## config.mk

```make
export PLATFORM = sky130hd
export DESIGN_NAME = ovl_addr_decoder
export DESIGN_NICKNAME = d
export VERILOG_FILES = /design/src/rtl/ovl_dec_pkg.sv /design/src/rtl/ovl_wr_ctrl.sv /design/src/rtl/ovl_decode_dp.sv /design/src/rtl/ovl_addr_decoder.sv
export SDC_FILE = /design/constraint.sdc
export NUM_CORES = 1
export LEC_CHECK = 0
export ABC_AREA = 1
export BUFFER_PORTS_ARGS = -buffer_cell sky130_fd_sc_hd__buf_4
export CAP_MARGIN = 20
export CORE_MARGIN = 3
export CORE_UTILIZATION = 31
export DETAILED_ROUTE_END_ITERATION = 7
export GPL_TIMING_DRIVEN = 0
export MAX_ROUTING_LAYER = met4
export PLACE_DENSITY_LB_ADDON = 0.2
export SYNTH_ARGS = -nofsm -noshare
export SYNTH_HDL_FRONTEND = slang
export SYNTH_SLANG_ARGS = --single-unit
```

## constraint.sdc

```tcl
create_clock -name clk -period 1.4 [get_ports clk]
set_clock_uncertainty 0.1 [all_clocks]
set_input_delay 0.28 -clock clk [delete_from_list [all_inputs] [get_ports clk]]
set_output_delay 0.28 -clock clk [all_outputs]
set_load 0.02 [all_outputs]
```

## src/rtl/ovl_dec_pkg.sv

```systemverilog
package ovl_dec_pkg;

  // Overlay register encodings
  typedef enum logic [1:0] {
    OVL_INTERNAL = 2'd0,
    OVL_SEG_LO   = 2'd1,
    OVL_SEG_HI   = 2'd2,
    OVL_INVALID  = 2'd3
  } ovlSel_t;

  // Strobes from write control to datapath
  typedef struct packed {
    logic    pmWr;
    logic    dmWr;
    ovlSel_t val;
  } ovlStrobe_t;

endpackage

```

## src/rtl/ovl_wr_ctrl.sv

```systemverilog
module ovl_wr_ctrl
  import ovl_dec_pkg::*;
(
  input  logic       ovlWrEn,
  input  logic       ovlWrSel,
  input  logic [1:0] ovlWrData,
  output ovlStrobe_t strobe
);

  always_comb begin
    strobe.pmWr = ovlWrEn && !ovlWrSel;
    strobe.dmWr = ovlWrEn && ovlWrSel;
    strobe.val  = ovlSel_t'(ovlWrData);
  end

endmodule

```

## src/rtl/ovl_decode_dp.sv

```systemverilog
module ovl_decode_dp
  import ovl_dec_pkg::*;
#(
  parameter int ADDR_W    = 14,
  parameter int REG_WIN_W = 5
) (
  input  logic              clk,
  input  logic              rstN,
  input  ovlStrobe_t        strobe,
  input  logic              compatMode,
  input  logic              pmReq,
  input  logic [ADDR_W-1:0] pmAddr,
  input  logic              dmReq,
  input  logic [ADDR_W-1:0] dmAddr,
  output logic              pmIntSel,
  output logic              pmExtSel,
  output logic [ADDR_W-1:0] pmExtAddr,
  output logic              dmIntSel,
  output logic              dmRegSel,
  output logic              dmExtSel,
  output logic [ADDR_W-1:0] dmExtAddr,
  output logic              ovlErr
);

  localparam int SEG_W = ADDR_W - 1;

  ovlSel_t pmOvl, dmOvl;

  // Overlay registers: hold value until rewritten
  always_ff @(posedge clk) begin
    if (!rstN) begin
      pmOvl <= OVL_INTERNAL;
      dmOvl <= OVL_INTERNAL;
    end else begin
      if (strobe.pmWr) pmOvl <= strobe.val;
      if (strobe.dmWr) dmOvl <= strobe.val;
    end
  end

  logic pmBad, dmBad;
  logic pmUpper, dmUpper;
  logic pmUseExt, dmUseExt, dmInWin;
  logic pmBank, dmBank;

  always_comb begin
    pmBad   = (pmOvl == OVL_INVALID) || (compatMode && pmOvl != OVL_INTERNAL);
    dmBad   = (dmOvl == OVL_INVALID);
    pmUpper = pmAddr[ADDR_W-1];
    dmUpper = dmAddr[ADDR_W-1];

    // Program space
    if (compatMode) begin
      pmUseExt = !pmUpper;
      pmBank   = 1'b0;
    end else begin
      pmUseExt = pmUpper && !pmBad && (pmOvl != OVL_INTERNAL);
      pmBank   = (pmOvl == OVL_SEG_HI);
    end

    // Data space
    dmInWin  = dmUpper && (&dmAddr[ADDR_W-2:REG_WIN_W]);
    dmUseExt = !dmUpper && !dmBad && (dmOvl != OVL_INTERNAL);
    dmBank   = (dmOvl == OVL_SEG_HI);

    pmIntSel  = pmReq && !pmUseExt;
    pmExtSel  = pmReq && pmUseExt;
    pmExtAddr = pmExtSel ? {pmBank, pmAddr[SEG_W-1:0]} : '0;

    dmRegSel  = dmReq && dmInWin;
    dmExtSel  = dmReq && dmUseExt;
    dmIntSel  = dmReq && !dmUseExt && !dmInWin;
    dmExtAddr = dmExtSel ? {dmBank, dmAddr[SEG_W-1:0]} : '0;

    ovlErr = pmBad || dmBad;
  end

endmodule

```

## src/rtl/ovl_addr_decoder.sv

```systemverilog
module ovl_addr_decoder
  import ovl_dec_pkg::*;
#(
  parameter int ADDR_W    = 14,
  parameter int REG_WIN_W = 5
) (
  input  logic              clk,
  input  logic              rstN,
  input  logic              compatMode,
  input  logic              ovlWrEn,
  input  logic              ovlWrSel,
  input  logic [1:0]        ovlWrData,
  input  logic              pmReq,
  input  logic [ADDR_W-1:0] pmAddr,
  input  logic              dmReq,
  input  logic [ADDR_W-1:0] dmAddr,
  output logic              pmIntSel,
  output logic              pmExtSel,
  output logic [ADDR_W-1:0] pmExtAddr,
  output logic              dmIntSel,
  output logic              dmRegSel,
  output logic              dmExtSel,
  output logic [ADDR_W-1:0] dmExtAddr,
  output logic              ovlErr
);

  ovlStrobe_t strobe;

  ovl_wr_ctrl u_ctrl (
    .ovlWrEn  (ovlWrEn),
    .ovlWrSel (ovlWrSel),
    .ovlWrData(ovlWrData),
    .strobe   (strobe)
  );

  ovl_decode_dp #(.ADDR_W(ADDR_W), .REG_WIN_W(REG_WIN_W)) u_dp (
    .clk       (clk),
    .rstN      (rstN),
    .strobe    (strobe),
    .compatMode(compatMode),
    .pmReq     (pmReq),
    .pmAddr    (pmAddr),
    .dmReq     (dmReq),
    .dmAddr    (dmAddr),
    .pmIntSel  (pmIntSel),
    .pmExtSel  (pmExtSel),
    .pmExtAddr (pmExtAddr),
    .dmIntSel  (dmIntSel),
    .dmRegSel  (dmRegSel),
    .dmExtSel  (dmExtSel),
    .dmExtAddr (dmExtAddr),
    .ovlErr    (ovlErr)
  );

endmodule

```

==> flow_metrics.env, run 1 <==
export IMPL_worst_endpoint_pin_kind="top-level output"
export IMPL_synth_fa_ha_area_share_pct=0
export IMPL_yosysTopAreaCell="inv_1"
export IMPL_place_ws_ps=-185.7
export IMPL_seq_area_frac_synth_pct=14.58
export IMPL_io_pins=71
export IMPL_die_x_um=48.10
export IMPL_die_h_um=48.10
export IMPL_synthMuxAreaShare_pct=0
export IMPL_fp_row_count=14
export IMPL_synth_top_area_share_pct=24.60
export IMPL_error="[ERROR DPL-0038] Utilization greater than 100%, impossible to legalize"
export IMPL_numCtsBuffers=3
export IMPL_cts_root_buf="clkbuf_4"
export IMPL_htree_num_levels=1
export IMPL_synth_seq_cells=4
export IMPL_synth_compound_area_share_pct=11.39
export IMPL_grt_max_degree=6
export IMPL_worst_endpoint="dmExtAddr[5]"
export IMPL_cts_sinks=4
export IMPL_dp_hpwl_mm=1.686
export IMPL_yosysWarnings=0
export IMPL_synth_top_family_by_area="simple AND/OR/NAND/NOR gates"
export IMPL_yosysUniqueCellTypes=15
export IMPL_lastStage="5_1_grt"
export IMPL_yosys_area_share_simple_pct=44.65
export IMPL_portBuffers=70
export IMPL_synth_xor_area_share_pct=0
export IMPL_gp_congestion=0.7684
export IMPL_avgSynthCellArea_um2=5.282
export IMPL_syn_area_um2=549.3
export IMPL_dp_cells=198
export IMPL_synthCells=104
export IMPL_syn_nets=141
export IMPL_clockBufferDepth=2
export IMPL_status="aborted with a tool error"
export IMPL_ys_top_cells_by_area="inv_1 25%, dfxtp_1 15%, nor2_1 14%"
export IMPL_initial_core_util_pct=34.46
## through the flow
stage	cell area, um2	util, %
CTS	1520	95.37
detailed placement	1169	73.31
global placement	1169	73.31
floorplan	613.1	-
## cells by family after synthesis
logic type	Yosys count
buffers and inverters	39
AND/OR/NAND/NOR	49
AO/OA/AOI/OAI	12
flip-flops	4
## timing repair
action	CTS
endpoints found under the setup margin	33
hold buffers	0
pin swaps	9
gates cloned	2
setup buffers	6
gates resized for setup	75
## Yosys cell counts
master    count
a21boi_0      1
a21oi_1       5
buf_6         2
dfxtp_1       4
inv_1        36
inv_2         1
nand2_1      12
nand3_1       1
nand3_2       3
nand4_1       1
nor2_1       20
nor2_2        9
nor2_4        2
nor3_1        1
o21ai_0       6
==> inputs of run 2 (changes only) <==
Settings changed: CORE_AREA set to 3 3 64 66, CORE_MARGIN 3 to not set, CORE_UTILIZATION 31 to not set, DIE_AREA set to 0 0 67 69, MAX_ROUTING_LAYER met4 to not set, PLACE_DENSITY_LB_ADDON 0.2 to 0.15.
==> run 2 against run 1 <==
The flow now finishes, with violations (negative setup slack); synthesized cell count unchanged; area after synthesis unchanged.
==> flow_metrics.env, run 2 <==
export IMPL_status="finished, violations left"
export IMPL_violations="negative setup slack"
export IMPL_htree_num_levels=1
export IMPL_synthTopCellsByCount="36 x inv_1, 20 x nor2_1, 12 x nand2_1, 9 x nor2_2, 6 x o21ai_0"
export IMPL_fin_ws_ps=-257.1
export IMPL_synth_seq_cells=4
export IMPL_path_cells="inv_2 -> nand2_2 -> nand3_4 -> nor2_4 -> inv_4 -> buf_12 -> nor2_4 -> buf_6"
export IMPL_drt_wl_total_mm=2.285
export IMPL_yosysUniqueCellTypes=15
export IMPL_slew_headroom_pct=89.85
export IMPL_numCtsBuffers=3
export IMPL_final_hold_viol_count=0
export IMPL_cap_violations=0
export IMPL_path_clk_slew_ps=30
export IMPL_drc=0
export IMPL_final_common_cell="buf_4"
export IMPL_mostFrequentLayoutCells="47 x buf_4, 32 x buf_6, 29 x inv_1"
export IMPL_gp_congestion=0.6781
export IMPL_antenna_left=0
export IMPL_initial_core_util_pct=15.12
export IMPL_yosysWarnings=0
export IMPL_nets=228
export IMPL_worstPathMaxFanout=5
export IMPL_yosysTopAreaCell="inv_1"
export IMPL_syn2layout_area_growth_pct=204.1
export IMPL_synth_top_area_share_pct=24.60
export IMPL_portBuffers=70
export IMPL_clk_latency_ps=220
export IMPL_die_x_um=67
export IMPL_whs_ps=225.2
export IMPL_dp_hpwl_mm=1.778
export IMPL_cp_num_buf_inv=4
export IMPL_cp_slowest_cell="dfxtp_2"
export IMPL_holdCritPathClass="in -> reg"
export IMPL_critPathArrivalTime_ps=1280
export IMPL_syn_nets=141
export IMPL_ir_worst_vdd_v=0.0006027
export IMPL_period_needed_ps=1657
export IMPL_drive_above_1_share_pct=73.54
export IMPL_maxSlewViolCount=0
export IMPL_antenna_found_initial=0
export IMPL_cts_hold_buf=0
export IMPL_seq_area_frac_synth_pct=14.58
export IMPL_crit_path_frequent_cell="nor2_4"
export IMPL_grt_max_degree=6
export IMPL_syn_area_um2=549.3
export IMPL_grt_pass1_wl_mm=3.933
export IMPL_nFillCells=373
export IMPL_synth_main_ff_cell="dfxtp_1"
export IMPL_cts_sinks=4
export IMPL_synthArstFlopShare_pct=0
export IMPL_worstSetupStartpointType="register"
export IMPL_pwr_density_cell_mw_per_mm2=501.1
export IMPL_post_route_period_util_pct=118.4
export IMPL_cp_required_ps=1020
export IMPL_first_global_vias=899
export IMPL_fp_row_count=22
export IMPL_drt_iter0_drc=16
export IMPL_clockBufferDepth=2
export IMPL_grt_ovfl_total=0
export IMPL_wire_per_inst_um=9.641
export IMPL_crit_path_end_kind="output pin"
export IMPL_die_area_mm2=0.004623
export IMPL_place_ws_ps=-198.4
export IMPL_core_area_mm2=0.003633
export IMPL_drtPass1Iterations=3
export IMPL_crit_family="buffers and inverters"
export IMPL_post_synth_top_count_cell="inv_1"
export IMPL_vias=885
export IMPL_finalSetupViolations=32
export IMPL_cts_root_buf="clkbuf_8"
export IMPL_cellLeakagePower_nw=0.8451
export IMPL_grtUsageTotal_pct=10.51
export IMPL_reg_top3="u_dp.dmOvl: 2 flops, u_dp.pmOvl: 2 flops"
export IMPL_drt_vias_per_instance=3.734
export IMPL_critical_path_class="reg -> out"
export IMPL_worst_pin_slew_ps=150.6
export IMPL_synth_edf_count=0
export IMPL_synthCells=104
export IMPL_rsz0062_at_grt="true"
export IMPL_io_pins=71
export IMPL_cts_tree="yes"
export IMPL_die_h_um=69
export IMPL_r2r_slack_ps=510
export IMPL_diodes=0
export IMPL_slowest_delay_ps=340
export IMPL_avgSynthCellArea_um2=5.282
export IMPL_ys_top_cells_by_area="inv_1 25%, dfxtp_1 15%, nor2_1 14%"
export IMPL_timing_fmax_mhz=603.5
==> run 2: cell counts after synthesis <==
Identical to the previous run, type by type.
==> run 2: kinds of logic after synthesis <==
family / share of synthesized area (%)
AOI/OAI and AO/OA: 11.39
buffers and inverters: 29.38
DFF: 14.58
and+or+nand+nor: 44.64
==> run 2: worst paths after layout <==
| path | startpoint | to | cells after the start |
|---|---|---|---|
| min reg2reg | u_dp.dmOvl[0] | u_dp.dmOvl[0] | 2 |
| max reg2reg | u_dp.dmOvl[1] | u_dp.dmOvl[1] | 4 |
| min | rstN | u_dp.pmOvl[1] | 3 |
| max | u_dp.dmOvl[1] | dmExtAddr[9] | 8 |
==> run 2: per-stage QoR <==
| stage | cell area (um2) | util, % | std cells | setup TNS (ps) | total power, mW |
|---|---|---|---|---|---|
| after floorplan | 613.1 | - | 104 | -927.4 | 0.2935 |
| after global placement | 1199 | 32.99 | 222 | -3156 | 0.4481 |
| after detailed placement | 1199 | 32.99 | 222 | -3203 | 0.4525 |
| after CTS | 1598 | 43.97 | 235 | -7434 | 0.8174 |
| after global routing | 1670 | 45.97 | 237 | -8989 | 0.8877 |
| final | 1670 | 45.97 | 237 | -7053 | 0.8370 |
==> run 2: worst reg2reg max path: cells and delay by family (launching register included) <==
kind | cells | cell delay, ps
flip-flops | 1 | 340
buffers and inverters | 3 | 280
AO/OA/AOI/OAI | 1 | 100
==> run 2: routing by layer <==
layer  share of wire, %  vias up  GRT usage [%]
met5                  0        -              0
met4                1.4        0          3.378
met3                7.0        4          1.629
met2                 58       29          19.10
met1                 34      387          12.06
li1                   -      465              -
==> run 2: timing repair <==
item | CTS | global route
pin swaps | 7 | 9
setup buffers | 8 | 2
gates cloned | 2 | 0
hold endpoints to repair | 0 | 0
endpoints found under the setup margin | 34 | 34
resized for setup | 79 | 17
==> run 2: power breakdown <==
part,internal [mW],total (mW),switching (mW),leakage (nW)
combinational,0.236,0.462,0.226,0.788
sequential,0.123,0.131,0.00798,0.0350
clock,0.183,0.245,0.0612,0.0216
total,0.542,0.837,0.295,0.845
==> run 2: cell type report <==
type	instances	area [um2]	share of cell area, %
buffer	2	35.03	2.097
clock buffer	3	41.29	2.472
inverter	37	141.4	8.464
multi-input combinational	61	531.8	31.84
sequential	4	90.09	5.393
tap	48	60.06	3.596
timing repair buffer	82	770.7	46.14
Power figures use the tool's default switching activity.
